<file path="src/rtl/ser_pkg.sv">
`timescale 1ns/1ps
package ser_pkg;

    // System clocks per output bit clock, word width and zero padding per half
    localparam int unsigned SYS_PER_BIT = 8;
    localparam int unsigned WORD_BITS   = 16;
    localparam int unsigned PAD_BITS    = 8;

    typedef enum logic {
        HALF_LEFT  = 1'b0,
        HALF_RIGHT = 1'b1
    } half_e;

    // One-cycle strobes that mark the bit-clock edges to be produced
    typedef struct packed {
        logic rise;
        logic fall;
    } bck_evt_t;

    function automatic half_e other_half(input half_e h);
        return (h == HALF_LEFT) ? HALF_RIGHT : HALF_LEFT;
    endfunction

endpackage

</file>
<file path="src/rtl/ser_bitclk.sv">
`timescale 1ns/1ps
module ser_bitclk
    import ser_pkg::*;
#(
    parameter int unsigned DIV = SYS_PER_BIT
) (
    input  logic     clk,
    input  logic     rst,
    output bck_evt_t evt,
    output logic     bck_o
);
    localparam int unsigned CW    = (DIV > 1) ? $clog2(DIV) : 1;
    localparam int unsigned HALFP = DIV / 2;
    localparam int unsigned RW    = $clog2(DIV + 2);

    logic [CW-1:0] div_cnt;

    always_comb begin
        evt.rise = (div_cnt == CW'(HALFP - 1));
        evt.fall = (div_cnt == CW'(DIV - 1));
    end

    always_ff @(posedge clk) begin
        if (rst) begin
            div_cnt <= '0;
            bck_o   <= 1'b0;
        end else begin
            div_cnt <= evt.fall ? '0 : div_cnt + 1'b1;
            if (evt.rise)
                bck_o <= 1'b1;
            else if (evt.fall)
                bck_o <= 1'b0;
        end
    end

    // Run-length check on the produced bit clock
    logic          bck_d;
    logic [RW-1:0] run_len;

    always_ff @(posedge clk) begin
        if (rst) begin
            bck_d   <= 1'b0;
            run_len <= '0;
        end else begin
            bck_d <= bck_o;
            if (bck_o != bck_d)
                run_len <= RW'(1);
            else if (run_len <= RW'(HALFP))
                run_len <= run_len + 1'b1;
        end
    end

    assert_bck_phase_R2: assert property (@(posedge clk) disable iff (rst)
        run_len <= RW'(HALFP))
        else $error("bit clock phase longer than half period");

    initial begin
        assert_div_even_R2: assert ((DIV % 2) == 0 && DIV >= 2)
            else $error("divider must be even");
    end

endmodule

</file>
<file path="src/rtl/ser_slotctr.sv">
`timescale 1ns/1ps
module ser_slotctr
    import ser_pkg::*;
#(
    parameter int unsigned HALF_SLOTS = WORD_BITS + PAD_BITS,
    parameter int unsigned IDX_W      = $clog2(HALF_SLOTS)
) (
    input  logic             clk,
    input  logic             rst,
    input  logic             fall,
    output half_e            cur_half,
    output logic [IDX_W-1:0] cur_idx,
    output half_e            nxt_half,
    output logic [IDX_W-1:0] nxt_idx,
    output logic             frame_start
);
    localparam logic [IDX_W-1:0] LAST_IDX = IDX_W'(HALF_SLOTS - 1);

    always_comb begin
        if (cur_idx == LAST_IDX) begin
            nxt_idx  = '0;
            nxt_half = other_half(cur_half);
        end else begin
            nxt_idx  = cur_idx + 1'b1;
            nxt_half = cur_half;
        end
        frame_start = fall && (nxt_idx == '0) && (nxt_half == HALF_LEFT);
    end

    // Reset parks the counter on the last position so the first fall starts a frame
    always_ff @(posedge clk) begin
        if (rst) begin
            cur_half <= HALF_RIGHT;
            cur_idx  <= LAST_IDX;
        end else if (fall) begin
            cur_half <= nxt_half;
            cur_idx  <= nxt_idx;
        end
    end

    assert_idx_range_R3: assert property (@(posedge clk) disable iff (rst)
        fall && (cur_idx == LAST_IDX) |=> (cur_idx == '0) && (cur_half != $past(cur_half)))
        else $error("half boundary not taken after last position");

endmodule

</file>
<file path="src/rtl/ser_hold.sv">
`timescale 1ns/1ps
module ser_hold
    import ser_pkg::*;
#(
    parameter int unsigned W = WORD_BITS
) (
    input  logic         clk,
    input  logic         rst,
    input  logic         load,
    input  logic [W-1:0] left_in,
    input  logic [W-1:0] right_in,
    output logic [W-1:0] held_l,
    output logic [W-1:0] held_r
);
    always_ff @(posedge clk) begin
        if (rst) begin
            held_l <= '0;
            held_r <= '0;
        end else if (load) begin
            held_l <= left_in;
            held_r <= right_in;
        end
    end

    assert_hold_capture_R7: assert property (@(posedge clk) disable iff (rst)
        load |=> (held_l == $past(left_in)) && (held_r == $past(right_in)))
        else $error("holding registers missed a load");

endmodule

</file>
<file path="src/rtl/ser_shifter.sv">
`timescale 1ns/1ps
module ser_shifter
    import ser_pkg::*;
#(
    parameter int unsigned W     = WORD_BITS,
    parameter int unsigned PAD   = PAD_BITS,
    parameter int unsigned IDX_W = $clog2(W + PAD)
) (
    input  logic             clk,
    input  logic             rst,
    input  logic             fall,
    input  logic             frame_start,
    input  half_e            nxt_half,
    input  logic [IDX_W-1:0] nxt_idx,
    input  logic [W-1:0]     held_l,
    input  logic [W-1:0]     held_r,
    output logic             sdata_o,
    output logic             lrclk_o
);
    localparam int unsigned SW = 2 * W;

    logic [SW-1:0] shreg;
    logic          data_pos;

    always_comb data_pos = (nxt_idx >= IDX_W'(PAD));

    always_ff @(posedge clk) begin
        if (rst) begin
            shreg   <= '0;
            sdata_o <= 1'b0;
            lrclk_o <= 1'b0;
        end else if (fall) begin
            lrclk_o <= (nxt_half == HALF_LEFT);
            if (frame_start) begin
                shreg   <= {held_l, held_r};
                sdata_o <= 1'b0;
            end else if (data_pos) begin
                sdata_o <= shreg[SW-1];
                shreg   <= {shreg[SW-2:0], 1'b0};
            end else begin
                sdata_o <= 1'b0;
            end
        end
    end

    assert_frame_load_R7: assert property (@(posedge clk) disable iff (rst)
        frame_start |=> shreg == $past({held_l, held_r}))
        else $error("shift path not loaded at frame start");

    assert_pad_keeps_shreg_R8: assert property (@(posedge clk) disable iff (rst)
        (fall && !frame_start && !data_pos) |=> $stable(shreg))
        else $error("shift path moved during padding");

    initial begin
        assert_pad_nonzero_R5: assert (PAD >= 1)
            else $error("at least one padding position needed");
    end

endmodule

</file>
<file path="src/rtl/stereo_serial_tx.sv">
`timescale 1ns/1ps
module stereo_serial_tx
    import ser_pkg::*;
#(
    parameter int unsigned DIV  = SYS_PER_BIT,
    parameter int unsigned W    = WORD_BITS,
    parameter int unsigned PAD  = PAD_BITS
) (
    input  logic         clk,
    input  logic         rst,
    input  logic         load_i,
    input  logic [W-1:0] left_i,
    input  logic [W-1:0] right_i,
    output logic         bck_o,
    output logic         lrclk_o,
    output logic         sdata_o
);
    localparam int unsigned HALF_SLOTS = W + PAD;
    localparam int unsigned IDX_W      = $clog2(HALF_SLOTS);

    bck_evt_t         evt;
    half_e            cur_half, nxt_half;
    logic [IDX_W-1:0] cur_idx, nxt_idx;
    logic             frame_start;
    logic [W-1:0]     held_l, held_r;

    ser_bitclk #(.DIV(DIV)) u_bitclk (
        .clk   (clk),
        .rst   (rst),
        .evt   (evt),
        .bck_o (bck_o)
    );

    ser_slotctr #(.HALF_SLOTS(HALF_SLOTS), .IDX_W(IDX_W)) u_slot (
        .clk         (clk),
        .rst         (rst),
        .fall        (evt.fall),
        .cur_half    (cur_half),
        .cur_idx     (cur_idx),
        .nxt_half    (nxt_half),
        .nxt_idx     (nxt_idx),
        .frame_start (frame_start)
    );

    ser_hold #(.W(W)) u_hold (
        .clk      (clk),
        .rst      (rst),
        .load     (load_i),
        .left_in  (left_i),
        .right_in (right_i),
        .held_l   (held_l),
        .held_r   (held_r)
    );

    ser_shifter #(.W(W), .PAD(PAD), .IDX_W(IDX_W)) u_shift (
        .clk         (clk),
        .rst         (rst),
        .fall        (evt.fall),
        .frame_start (frame_start),
        .nxt_half    (nxt_half),
        .nxt_idx     (nxt_idx),
        .held_l      (held_l),
        .held_r      (held_r),
        .sdata_o     (sdata_o),
        .lrclk_o     (lrclk_o)
    );

    assert_edge_align_R4: assert property (@(posedge clk) disable iff (rst)
        (!$stable(lrclk_o) || !$stable(sdata_o)) |-> $fell(bck_o))
        else $error("output changed away from falling bit clock");

    assert_lrclk_half_R3: assert property (@(posedge clk) disable iff (rst)
        lrclk_o == (cur_half == HALF_LEFT))
        else $error("frame clock disagrees with current half");

    assert_pad_zero_R5: assert property (@(posedge clk) disable iff (rst)
        (cur_idx < IDX_W'(PAD)) |-> !sdata_o)
        else $error("data in padding position");

endmodule

</file>
<file path="config.mk">
export PLATFORM = sky130hd
export DESIGN_NAME = stereo_serial_tx
export DESIGN_NICKNAME = d
export VERILOG_FILES = /design/src/rtl/ser_pkg.sv /design/src/rtl/ser_bitclk.sv /design/src/rtl/ser_slotctr.sv /design/src/rtl/ser_hold.sv /design/src/rtl/ser_shifter.sv /design/src/rtl/stereo_serial_tx.sv
export SDC_FILE = /design/constraint.sdc
export NUM_CORES = 1
export LEC_CHECK = 0
export BUFFER_PORTS_ARGS = -buffer_cell sky130_fd_sc_hd__buf_2
export CAP_MARGIN = 0
export CORE_MARGIN = 1.5
export CORE_UTILIZATION = 50
export CTS_CLUSTER_DIAMETER = 60
export DETAILED_ROUTE_END_ITERATION = 10
export PLACE_DENSITY = 0.69
export SYNTH_ARGS = -nofsm -noshare
export SYNTH_HDL_FRONTEND = slang
export SYNTH_SLANG_ARGS = --single-unit
</file>
<file path="constraint.sdc">
create_clock -name clk -period 5.95 [get_ports clk]
set_clock_uncertainty 0.2 [all_clocks]
set_input_delay 0.595 -clock clk [delete_from_list [all_inputs] [get_ports clk]]
set_output_delay 0.595 -clock clk [all_outputs]
set_load 0.005 [all_outputs]
</file>
### After elaboration in Yosys (flattened, before gate mapping)

Index checks and enable logic that the tools add are counted.

* add/sub/neg operators: 2
* order comparisons: 1
* eq/ne operators: 3
* muxes and demuxes: 9
* bitwise gates (word level): 1
* reductions and logical operators: 7

Operators by type and width (count)
* $mux W32: 2
* $mux W1: 6
* $add A5 B1 Y5 const B: 1
* $eq A5 B5 Y1 const B: 1
* $ge A5 B4 Y1 const B: 1
* $logic_not A5 Y1: 1
* $mux W5: 1
* $reduce_bool A2 Y1: 2
* $add A3 B1 Y3 const B: 1
* $eq A3 B2 Y1 const B: 1
* $eq A3 B3 Y1 const B: 1
* $logic_and A1 B1 Y1: 2
* $reduce_and A2 Y1: 1
* $reduce_or A2 Y1: 1
* $not A1 Y1: 1

* flip-flop bits (word level): 76
* input bits: 35
* word-level logic and storage cells: 32

### Depth between registers and ports, before layout

* depth in word-level cells: 7
* depth in mapped cells: 9

### By module

Synthesis repeated with hierarchy kept, for this count alone.

* cell total of the unflattened synthesis: 313
* area, all modules: 3397.0 um^2

Modules (own cells, without submodules)
* ser_shifter: instances 1, cells each 152, area an instance 1664.1 um^2
* ser_hold: instances 1, cells each 103, area an instance 1163.6 um^2
* ser_slotctr: instances 1, cells each 45, area an instance 411.6 um^2
* ser_bitclk: instances 1, cells each 13, area an instance 157.7 um^2

### Worst setup path after synthesis

Ideal clock, no wire load.

* path type: register to register
* start point: register u_slot.cur_idx[0]
* end point: register u_shift.shreg[10]
* setup time: 0.091 ns
* arrival: 2.058 ns
* slack: 3.601 ns
* stages on the path, launching flop included: 10
* buffers on the path: 4
* clock period less this slack: 2.349 ns
* path through: dfxtp_1 > ha_1 > buf_4 > nand4b_2 > and2_4 > buf_6 > or4_1 > buf_2 > buf_6 > a311oi_1

* cells in the longest elaborated chain, start to end: 7

RTL lines
* start, declared: line ser_slotctr.sv:12 `output logic [IDX_W-1:0] cur_idx,`
* start signal, assigned: line ser_slotctr.sv:37 `cur_idx <= nxt_idx;`
* parallel branches: the longest is 7 deep, another holds $add A5 B1 Y5
* end signal, assigned: line ser_shifter.sv:35 `shreg <= {held_l, held_r};`
* end signal, assigned: line ser_shifter.sv:39 `shreg <= {shreg[SW-2:0], 1'b0};`
* end, declared: line ser_shifter.sv:22 `logic [SW-1:0] shreg;`

Several ways; the timed one is not identified.
A chain may end at the register's enable or synchronous reset.

### Final worst setup path

* start point: register u_slot.cur_idx[0]
* end point: register u_shift.shreg[26]

The elaborated chain is that of the path after synthesis.

==> impl_metrics.ini <==
[hold_path]
min_to = u_bitclk.div_cnt[0]$_SDFF_PP0_
whs_path_depth = 1
hp-class = reg -> reg
hp-start = u_bitclk.div_cnt[0]$_SDFF_PP0_

[logic_synthesis]
yosysTopAreaCell = dfxtp_1
synthTopCellsByArea = dfxtp_1, mux2i_1, a311oi_1, nand3b_1, nand2b_1
yosys_most_used_dff = dfxtp_1
seq_area_frac_synth = 0.418
synth_seq_cells = 76
synthArstFlopShare = 0
synth_top_area_frac = 0.418
ys_types = 44
avgSynthCellArea_um2 = 9.09
ys_warn_count = 0
synth_nets = 440
syn_area_um2 = 3640
synth-edff-count = 0
synthCells = 400

[cells_and_area]
fin_nets = 445
regArea_um2 = 1520
num_antenna_cells = 0
multiInputGateArea_um2 = 1900
final_common_cell = dfxtp_1
final_cell_mix = dfxtp_1, buf_2, nor2_1, nor3_1, mux2i_1
drive_above_1_share = 0.154
fillerInstances = 654
post-route-util = 0.580
syn_to_final_growth_pct = 10.2

[clock_network]
numCtsBuffers = 9
clk_pin_slew_ns = 0.07
cts-resized-gates = 0
clock-root-buffer = clkbuf_8
cts_tree = yes
cts-hold-fix-buffers = 0
clk_latency_ns = 0.34
cts_setup_buffers = 0
clockBufferDepth = 2
htreeDepth = 3
clock-sinks = 76

[pwr]
p_leak_nw = 1.50
p_per_area_nw_per_um2 = 265
ir_worst_vdd_uv = 150

[timing]
setup_tns_ns = 0
fin_crit_ns = 3.36
setup_violations = 0
post-route-period-util = 0.565
fmax_mhz = 298
hold_viol_final = 0
slew_violations = 0
rsz0062_at_grt = no
slew_headroom = 0.219
tightest_slew_ns = 1.17

[detailed_routing]
drtAntennaViolNets = 0
drt-vias-per-instance = 5.99
drt_wl_total_um = 8100
detail_route.first_pass.iterations = 4
drt-wirelength-per-cell_um = 16.0
post-route-drc-count = 0
drt_iter0_markers = 258
vias = 3029

[worst_setup_path]
r2r_cells = 4
end_kind = register
critical_path_class = reg -> reg
rrSetupSlack_ns = 2.59
cp.required_ns = 5.98
path_max_fanout = 32
startpoint_type = register
r2r-start = u_slot.cur_idx[0]$_SDFFE_PP1P_
critPathArrivalTime_ns = 3.39
timing.rr.end = u_shift.shreg[26]$_SDFFE_PP0P_

[floorplanning]
initial_core_util = 0.526
die_w_um = 88.3
rows = 30
die_h_um = 88.3
pin_count = 38
core-area_um2 = 6910
die_area_um2 = 7790

[global_route]
antenna_found_initial = 0
grt_usage = 0.220
grt_overflow_total = 0
grt_pass1_wl_um = 13800
grt_pass1_vias = 2927
grt_max_degree = 58

[placed_design]
dp_hpwl_um = 4680
gp_congestion = 0.777
io_buffers = 37

[flow_run]
maxCapViolations = 0

[outcome]
status = complete, no violations
[area by class of cell]
cell class | instances | area share
Multi-Input combinational cell | 274 | 0.474
Sequential cell | 76 | 0.380
Timing Repair Buffer | 42 | 0.0556
Clock buffer | 12 | 0.0412
Tap cell | 96 | 0.0300
Clock inverter | 4 | 0.0175
Inverter | 2 | 0.00187
[worst max-delay path, stage by stage (launching register included)]
cell and delay, ns:
dfxtp_1 0.46, ha_1 0.98, nand2_1 0.19, or4_1 0.94
a311oi_1 0.46
[logic make-up after synthesis]
kind of cell	Yosys count	synth area share
multiplexers	33	0.0908
flip-flops	76	0.418
buffers and inverters	50	0.0623
AND/OR/NAND/NOR	185	0.297
adder cells (fa/ha/maj)	5	0.0172
XOR/XNOR	1	0.00241
AO/OA/AOI/OAI	50	0.111
[worst max-delay path by stage]
| stage | from | to | slack, ns | cells past startpoint |
|---|---|---|---|---|
| 2_1_floorplan | u_slot.cur_idx[0]$_SDFFE_PP1P_ | u_shift.shreg[10]$_SDFFE_PP0P_ | 3.60 | 9 |
| 3_3_place_gp | u_slot.cur_idx[0]$_SDFFE_PP1P_ | u_shift.shreg[6]$_SDFFE_PP0P_ | 2.80 | 4 |
| 3_5_place_dp | u_slot.cur_idx[0]$_SDFFE_PP1P_ | u_shift.shreg[26]$_SDFFE_PP0P_ | 2.62 | 4 |
| 4_1_cts | u_slot.cur_idx[0]$_SDFFE_PP1P_ | u_shift.shreg[26]$_SDFFE_PP0P_ | 2.57 | 4 |
| 5_1_grt | u_slot.cur_idx[0]$_SDFFE_PP1P_ | u_shift.shreg[2]$_SDFFE_PP0P_ | 2.30 | 4 |
| 6_report | u_slot.cur_idx[0]$_SDFFE_PP1P_ | u_shift.shreg[26]$_SDFFE_PP0P_ | 2.59 | 4 |
[registers in the layout, summed over array words and instances (netlist names), 3 cells and up]
name / flops
u_bitclk.div_cnt: 3
u_hold.held_l: 16
u_hold.held_r: 16
u_shift.shreg: 32
u_slot.cur_idx: 5
[report_power, final]
group          internal (mW)  switching (mW)  total (mW)
Clock                  0.270           0.189       0.458
Combinational         0.0344          0.0366      0.0710
Sequential             0.525         0.00817       0.534
[per-stage QoR]
step	instances	hold WS (ns)	setup slack [ns]	total power, mW	area, um^2
after floorplan	400	0.204	3.60	0.595	3640
after global placement	490	0.212	2.80	0.614	3770
after detailed placement	490	0.223	2.62	0.617	3770
after CTS	506	0.234	2.57	1.07	4010
after global routing	506	0.262	2.30	1.10	4010
final	506	0.233	2.59	1.06	4010
[cells in the mapped netlist (2+ instances only)]
library cell / number
nand3_1: 3
a21oi_1: 5
dfxtp_1: 76
inv_1: 2
buf_6: 4
a311oi_1: 31
nor4_1: 32
clkbuf_1: 35
ha_1: 5
nor2b_1: 3
nand2b_1: 32
nor3_1: 35
nor2_1: 35
nand3b_1: 31
buf_1: 6
buf_4: 2
nand2_1: 3
a21o_1: 2
mux2i_1: 33
[layer usage]
layer,up-vias,wire (um),track usage
li1,1484,-,-
met1,1453,3800,0.284
met2,88,3930,0.382
met3,4,330,0.0317
met4,0,41,0.0668
met5,-,0,0
No activity file was read; power rests on OpenSTA's default activity.
